`config.mk`:
```
export PLATFORM = sky130hd
export DESIGN_NAME = cla_adder
export DESIGN_NICKNAME = d
export VERILOG_FILES = /design/src/rtl/cla_pkg.sv /design/src/rtl/cla_bit_gp.sv /design/src/rtl/cla_lookahead4.sv /design/src/rtl/cla_adder.sv
export SDC_FILE = /design/constraint.sdc
export NUM_CORES = 1
export LEC_CHECK = 0
export BUFFER_PORTS_ARGS = -buffer_cell sky130_fd_sc_hd__buf_4
export CORE_MARGIN = 5
export CORE_UTILIZATION = 56
export DETAILED_ROUTE_END_ITERATION = 8
export GPL_TIMING_DRIVEN = 0
export PLACE_DENSITY = 0.95
export SYNTH_ARGS = -nofsm -noshare
export SYNTH_HDL_FRONTEND = slang
export SYNTH_SLANG_ARGS = --single-unit
```
`constraint.sdc`:
```
create_clock -name vclk -period 16.4
set_input_delay 4.92 -clock vclk [all_inputs]
set_output_delay 4.92 -clock vclk [all_outputs]
set_load 0.1 [all_outputs]
```
`src/rtl/cla_pkg.sv`:
```
package cla_pkg;
  // Fan-in of the lookahead unit at every level of the tree.
  localparam int unsigned BLOCK = 4;

  // Number of lookahead levels for a width that is a power of four.
  function automatic int unsigned levels_for(input int unsigned width);
    int unsigned n;
    int unsigned lv;
    n  = width;
    lv = 0;
    while (n > 1) begin
      n  = n / BLOCK;
      lv = lv + 1;
    end
    return lv;
  endfunction
endpackage

```
`src/rtl/cla_bit_gp.sv`:
```
module cla_bit_gp #(
  parameter int unsigned WIDTH = 64
) (
  input  logic [WIDTH-1:0] x,
  input  logic [WIDTH-1:0] y,
  output logic [WIDTH-1:0] gen,
  output logic [WIDTH-1:0] prop,
  output logic [WIDTH-1:0] half_sum
);
  // Per-bit generate (AND), propagate (OR) and carry-less sum (XOR).
  for (genvar i = 0; i < WIDTH; i++) begin : g_bit
    assign gen[i]      = x[i] & y[i];
    assign prop[i]     = x[i] | y[i];
    assign half_sum[i] = x[i] ^ y[i];
  end
endmodule

```
`src/rtl/cla_lookahead4.sv`:
```
module cla_lookahead4 (
  input  logic [3:0] g_in,
  input  logic [3:0] p_in,
  input  logic       c_in,
  output logic [3:1] c_mid,
  output logic       g_out,
  output logic       p_out
);
  // Two-level sum-of-products carries into slots 1..3.
  assign c_mid[1] = g_in[0]
                  | (p_in[0] & c_in);
  assign c_mid[2] = g_in[1]
                  | (p_in[1] & g_in[0])
                  | (p_in[1] & p_in[0] & c_in);
  assign c_mid[3] = g_in[2]
                  | (p_in[2] & g_in[1])
                  | (p_in[2] & p_in[1] & g_in[0])
                  | (p_in[2] & p_in[1] & p_in[0] & c_in);

  // Block-level terms that feed the next level up.
  assign g_out = g_in[3]
               | (p_in[3] & g_in[2])
               | (p_in[3] & p_in[2] & g_in[1])
               | (p_in[3] & p_in[2] & p_in[1] & g_in[0]);
  assign p_out = &p_in;
endmodule

```
`src/rtl/cla_adder.sv`:
```
module cla_adder #(
  parameter int unsigned WIDTH = 64
) (
  input  logic [WIDTH-1:0] op_a,
  input  logic [WIDTH-1:0] op_b,
  input  logic             sub_en,
  input  logic             carry_in,
  output logic [WIDTH-1:0] result,
  output logic             carry_out
);
  import cla_pkg::*;

  localparam int unsigned LEVELS = levels_for(WIDTH);

  logic [WIDTH-1:0] b_eff;
  logic [WIDTH-1:0] half_sum;
  logic             c_first;

  // The forced carry of subtraction overrides the external carry.
  assign b_eff   = sub_en ? ~op_b : op_b;
  assign c_first = sub_en ? 1'b1 : carry_in;

  // Per-level signal sets. Level l holds WIDTH/4^l generate/propagate pairs
  // and the carries entering each of them.
  for (genvar l = 0; l <= LEVELS; l++) begin : g_lv
    localparam int unsigned N = WIDTH >> (2 * l);
    logic [N-1:0] g;
    logic [N-1:0] p;
    logic [N-1:0] c;
  end

  cla_bit_gp #(.WIDTH(WIDTH)) u_bit_gp (
    .x        (op_a),
    .y        (b_eff),
    .gen      (g_lv[0].g),
    .prop     (g_lv[0].p),
    .half_sum (half_sum)
  );

  // The same lookahead unit at every level: up-sweep of g/p, down-sweep of carries.
  for (genvar l = 0; l < LEVELS; l++) begin : g_tree
    localparam int unsigned NODES = WIDTH >> (2 * (l + 1));
    for (genvar j = 0; j < NODES; j++) begin : g_node
      logic [3:1] mid;
      cla_lookahead4 u_la (
        .g_in  (g_lv[l].g[4*j +: 4]),
        .p_in  (g_lv[l].p[4*j +: 4]),
        .c_in  (g_lv[l+1].c[j]),
        .c_mid (mid),
        .g_out (g_lv[l+1].g[j]),
        .p_out (g_lv[l+1].p[j])
      );
      assign g_lv[l].c[4*j]         = g_lv[l+1].c[j];
      assign g_lv[l].c[4*j+3:4*j+1] = mid;
    end
  end

  assign g_lv[LEVELS].c[0] = c_first;

  assign result    = half_sum ^ g_lv[0].c;
  assign carry_out = g_lv[LEVELS].g[0] | (g_lv[LEVELS].p[0] & c_first);
endmodule

```
After elaboration in Yosys (flattened, before gate mapping)
Cells that the tools add are included.
{"block": "op_classes", "magnitude_cmp": 0, "n_bitwise": 679, "div": 0, "multipliers": 0, "eq_ne": 0, "reduce_logical": 21, "muxes": 2, "shift": 0, "add_sub_neg": 0}
{"operator": "AND 1 bit", "count": 359}
{"operator": "OR 1 bit", "count": 254}
{"operator": "2-to-1 mux 64 bit", "count": 1}
{"operator": "inverter 64 bit", "count": 1}
{"operator": "AND reduction 16 bit", "count": 4}
{"operator": "AND reduction 4 bit", "count": 16}
{"operator": "AND reduction 64 bit", "count": 1}
{"operator": "bitwise XOR 1 bit", "count": 64}
{"operator": "bitwise XOR 64 bit", "count": 1}
{"operator": "2-to-1 mux 1 bit", "count": 1}
{"block": "totals", "mem_bits_ro": 0, "reg_bits": 0, "n_memories": 0, "ram_bits": 0, "latchBits": 0}

Depth between registers and ports, before layout
{"block": "depth", "word_depth": 20, "depth_mapped": 17}

By module
Synthesis repeated with hierarchy kept, for this count alone.
{"block": "hier_totals", "hier_cells": 646, "hier_area_um2": 4793.3}
{"module": "cla_bit_gp", "area_each_um2": 2322.2, "n_inst": 1, "cells_each": 320, "seq_area_each_um2": 0.0}
{"module": "cla_adder", "area_each_um2": 1236.2, "n_inst": 1, "cells_each": 137, "seq_area_each_um2": 0.0}
{"module": "cla_lookahead4", "area_each_um2": 58.8, "n_inst": 21, "cells_each": 9, "seq_area_each_um2": 0.0}

Least setup slack after synthesis
No wires, ideal clock.
{"block": "synth_timing", "kind": "input to output", "from": "input port sub_en", "to": "output port result[55]", "arrival_time_ns": 10.087, "required_ns": 11.480, "stages": 13, "path_buffers": 3, "slack_ns": 1.393, "path_cell_list": "clkbuf_1 > clkbuf_1 > xor2_1 > inv_1 > ha_1 > or4_4 > or3_4 > o32a_1 > a21oi_2 > or2_1 > buf_4 > a2111oi_1 > a311oi_1"}
{"block": "synth_via", "elab_chain_len": 19, "word_cells_on_any_way": 273}
{"item": "from (decl)", "line_no": "cla_adder.sv:6", "text": "input logic sub_en,"}
{"item": "2-to-1 mux 64 bit", "line_no": "cla_adder.sv:20", "text": "assign b_eff = sub_en ? ~op_b : op_b;"}
{"item": "OR 1 bit / AND 1 bit (equally long branches)", "line_no": "cla_bit_gp.sv:13, cla_bit_gp.sv:12"}
{"item": "AND 1 bit (on tied branches)", "line_no": "cla_lookahead4.sv:22, cla_lookahead4.sv:23, cla_lookahead4.sv:24"}
{"item": "OR 1 bit, or another cell as far along", "line_no": "cla_lookahead4.sv:22", "text": "| (p_in[3] & g_in[2])"}
{"item": "OR 1 bit / AND 1 bit (equally long branches)", "line_no": "cla_lookahead4.sv:23, cla_lookahead4.sv:24"}
{"item": "OR 1 bit", "line_no": "cla_lookahead4.sv:24", "text": "| (p_in[3] & p_in[2] & p_in[1] & g_in[0]);"}
{"item": "AND 1 bit", "line_no": "cla_lookahead4.sv:22"}
{"item": "OR 1 bit", "line_no": "cla_lookahead4.sv:22"}
{"item": "[3 not listed]"}
{"item": "OR 1 bit", "line_no": "cla_lookahead4.sv:16", "text": "| (p_in[2] & g_in[1])"}
{"item": "OR 1 bit", "line_no": "cla_lookahead4.sv:17", "text": "| (p_in[2] & p_in[1] & g_in[0])"}
{"item": "OR 1 bit", "line_no": "cla_lookahead4.sv:18", "text": "| (p_in[2] & p_in[1] & p_in[0] & c_in);"}
{"item": "AND 1 bit", "line_no": "cla_lookahead4.sv:11", "text": "| (p_in[0] & c_in);"}
{"item": "OR 1 bit", "line_no": "cla_lookahead4.sv:11"}
{"item": "AND 1 bit", "line_no": "cla_lookahead4.sv:18"}
{"item": "OR 1 bit", "line_no": "cla_lookahead4.sv:18"}
{"item": "bitwise XOR 64 bit (*)", "line_no": "cla_adder.sv:60", "text": "assign result = half_sum ^ g_lv[0].c;"}
{"item": "to (decl)", "line_no": "cla_adder.sv:8", "text": "output logic [WIDTH-1:0] result,"}
Mark *: on every way between the ends. The rest lies on a longest branch, timed or not.

Worst setup path after layout
{"block": "layout_timing", "from": "input port sub_en", "to": "output port result[57]"}
{"block": "layout_via", "elab_chain_len": 19, "word_cells_on_any_way": 283}
{"item": "2-to-1 mux 64 bit", "line_no": "cla_adder.sv:20"}
{"item": "OR 1 bit / AND 1 bit (equally long branches)", "line_no": "cla_bit_gp.sv:13, cla_bit_gp.sv:12"}
{"item": "AND 1 bit (on tied branches)", "line_no": "cla_lookahead4.sv:22, cla_lookahead4.sv:23, cla_lookahead4.sv:24"}
{"item": "OR 1 bit, or another cell as far along", "line_no": "cla_lookahead4.sv:22"}
{"item": "OR 1 bit / AND 1 bit (equally long branches)", "line_no": "cla_lookahead4.sv:23, cla_lookahead4.sv:24"}
{"item": "OR 1 bit", "line_no": "cla_lookahead4.sv:24"}
{"item": "AND 1 bit", "line_no": "cla_lookahead4.sv:22"}
{"item": "OR 1 bit", "line_no": "cla_lookahead4.sv:22"}
{"item": "[3 not listed]"}
{"item": "OR 1 bit", "line_no": "cla_lookahead4.sv:16"}
{"item": "OR 1 bit", "line_no": "cla_lookahead4.sv:17"}
{"item": "OR 1 bit", "line_no": "cla_lookahead4.sv:18"}
{"item": "AND 1 bit", "line_no": "cla_lookahead4.sv:14", "text": "| (p_in[1] & p_in[0] & c_in);"}
{"item": "OR 1 bit", "line_no": "cla_lookahead4.sv:14"}
{"item": "AND 1 bit", "line_no": "cla_lookahead4.sv:11"}
{"item": "OR 1 bit", "line_no": "cla_lookahead4.sv:11"}
{"item": "bitwise XOR 64 bit (*)", "line_no": "cla_adder.sv:60"}
Marks and branches as above.

==> flow_summary.toml <==
[sta]
layout_worst_path_cycle_share = 0.892
fin_tns_setup_ns = 0
timing.final.hold_violations = 0
timing_worst_slew_pin_value_ns = 0.906
timing.max_slew.rel_slack = 0.396
max_freq_mhz = 68.3
rsz_0062_raised_after_global_routing = "no"
final_max_slew_viol_count = 0
timing.final.crit_period_ns = 14.63
number_of_failing_setup_endpoints_in_the_final_timing_report = 0

[setup_path]
critPathKind = "primary input to output pin"
critPathRequiredTime_ns = 11.48
worstPathMaxFanout = 10
endpoint_kind = "output pin"
critical_path_arrival_ns = 9.71
start_kind = "primary input"

[route]
routed_wire_length_per_instance_um = 13.8
via_count = 4911
firstDrtPassIters = 4
postRouteWirelength_mm = 13.3
route.antenna.remaining_nets = 0
drtIter0Drc = 104
route.detailed.drc = 0
viasPerCell = 5.08

[power]
power_leakage_nw = 3.78
p_per_area_nw_per_um2 = 111
vdd_drop_max_uv = 109
power_mw = 0.728

[floorplan]
die_width_um = 104
count_of_boundary_i_o_pins = 195
dieHeight_um = 104
fp.coreArea_um2 = 8680
floorplan.rows = 34
die-area_um2 = 10900
floorplan.initialDensity = 0.574

[min_path]
min_path_type = "primary input to output pin"
hold_end = "result[32]"
holdPathStages = 3
min_delay_src = "op_a[32]"

[cells_and_area]
final_cell_mix = "196 x sky130_fd_sc_hd__buf_4, 184 x sky130_fd_sc_hd__inv_1, 128 x sky130_fd_sc_hd__ha_1"
n_clock_buffer = 0
antenna_cells_inserted = 0
drive_above_1_share = 0.260
n_sequential_cell = 0
ff_latch_area_um2 = 0
final_cells = 966
num-nets-final = 1134
layout_commonest_cell = "sky130_fd_sc_hd__buf_4"
syn_to_final_growth_pct = 32.1

[outcome]
outcome = "finished, final reports clean"

[yosys]
synth_cell_types = 61
post_synth.cell_area_avg_um2 = 7.52
synthesis.nets = 937
synth.yosys.seq_area_share = 0
synth_cells = 663
netlist_area_um2 = 4980
yosysWarningCount = 0

[place]
post-place-cells = 966
final_estimated_routing_congestion_in_global_placement = 0.882
io_buffers = 195
hpwl_after_detailed_placement_mm = 12.2

[clock_tree]
cts_resized = 0
cts-hold-fix-buffers = 0
cts_setup_buffers = 0

[global_routing]
number_of_global_route_vias_before_repair = 5062
grt_pass1_wl_mm = 21.7
antenna_found_initial = 0
pin_count_of_the_biggest_net_entering_global_routing = 11
globalRouteOverflowTotal = 0
grt_usage = 0.230

[run]
maxCapViolations = 0
## worst max path at each step
| stage | start | endpoint | slack [ns] | cells past startpoint |
|---|---|---|---|---|
| floorplan | sub_en | result[55] | 1.39 | 13 |
| global placement | sub_en | result[57] | 1.76 | 18 |
| detailed placement | sub_en | result[57] | 1.76 | 18 |
| CTS | sub_en | result[57] | 1.75 | 18 |
| global route | sub_en | result[53] | 1.50 | 18 |
| finish | sub_en | result[57] | 1.77 | 18 |
## routing by layer
layer	routed length [um]	GRT usage
met5	0	0
met4	444	0.0722
met3	847	0.0410
met2	6970	0.448
met1	5030	0.244
## per-stage QoR
stage / utilization / hold WS (ns) / setup slack, ns / instance area (um^2)
after CTS: 0.759 / 10.40 / 1.75 / 6580
final: 0.759 / 10.40 / 1.77 / 6580
after floorplan: - / 10.43 / 1.39 / 4980
after global placement: 0.759 / 10.39 / 1.76 / 6580
after detailed placement: 0.759 / 10.40 / 1.76 / 6580
after global routing: 0.759 / 10.43 / 1.50 / 6580
## cell families after synthesis
group	after synthesis	synth area share
mux	2	0.00452
fa+ha+maj	144	0.386
buf+inv	194	0.147
xor+xnor	107	0.188
compound gates	112	0.168
simple gates	104	0.107
## cell usage after synthesis (all sizes together) (7+ instances only)
cell,n,share of area
inv,186,0.14
ha,128,0.32
xor2,68,0.12
a21oi,43,0.046
xnor2,39,0.069
nor2,36,0.027
nand2,17,0.013
fa,16,0.064
o31ai,10,0.017
nor3,9,0.0090
nor4,8,0.011
nand2b,7,0.0088
o21ai,7,0.0078
o21bai,7,0.011
## critical path, cell delays in order
cell	delay, ns
sky130_fd_sc_hd__buf_4	0.10
sky130_fd_sc_hd__clkbuf_1	0.48
sky130_fd_sc_hd__clkbuf_1	0.74
sky130_fd_sc_hd__xor2_1	0.25
sky130_fd_sc_hd__inv_1	0.07
sky130_fd_sc_hd__ha_1	0.21
sky130_fd_sc_hd__or4_1	0.54
sky130_fd_sc_hd__a21oi_1	0.33
sky130_fd_sc_hd__o2111ai_2	0.22
sky130_fd_sc_hd__a21o_2	0.28
sky130_fd_sc_hd__a21oi_2	0.18
sky130_fd_sc_hd__or2_1	0.12
sky130_fd_sc_hd__buf_4	0.13
sky130_fd_sc_hd__inv_1	0.07
sky130_fd_sc_hd__o21a_1	0.21
sky130_fd_sc_hd__fa_1	0.40
sky130_fd_sc_hd__xnor2_1	0.15
sky130_fd_sc_hd__buf_4	0.31
## final cells by class
class / count / area, um^2
Buffer: 8 / 33.8
Tap cell: 108 / 135
Timing Repair Buffer: 195 / 1460
Inverter: 186 / 698
Fill cell: 629 / 2100
Multi-Input combinational cell: 469 / 4250
## power by group
| group | total (mW) | switching [mW] | internal, mW | leakage, nW |
|---|---|---|---|---|
| registers | 0 | 0 | 0 | 0 |
| clock network | 0 | 0 | 0 | 0 |
| logic | 0.728 | 0.551 | 0.177 | 3.78 |
Note: power is estimated with default switching activity, not from simulation.
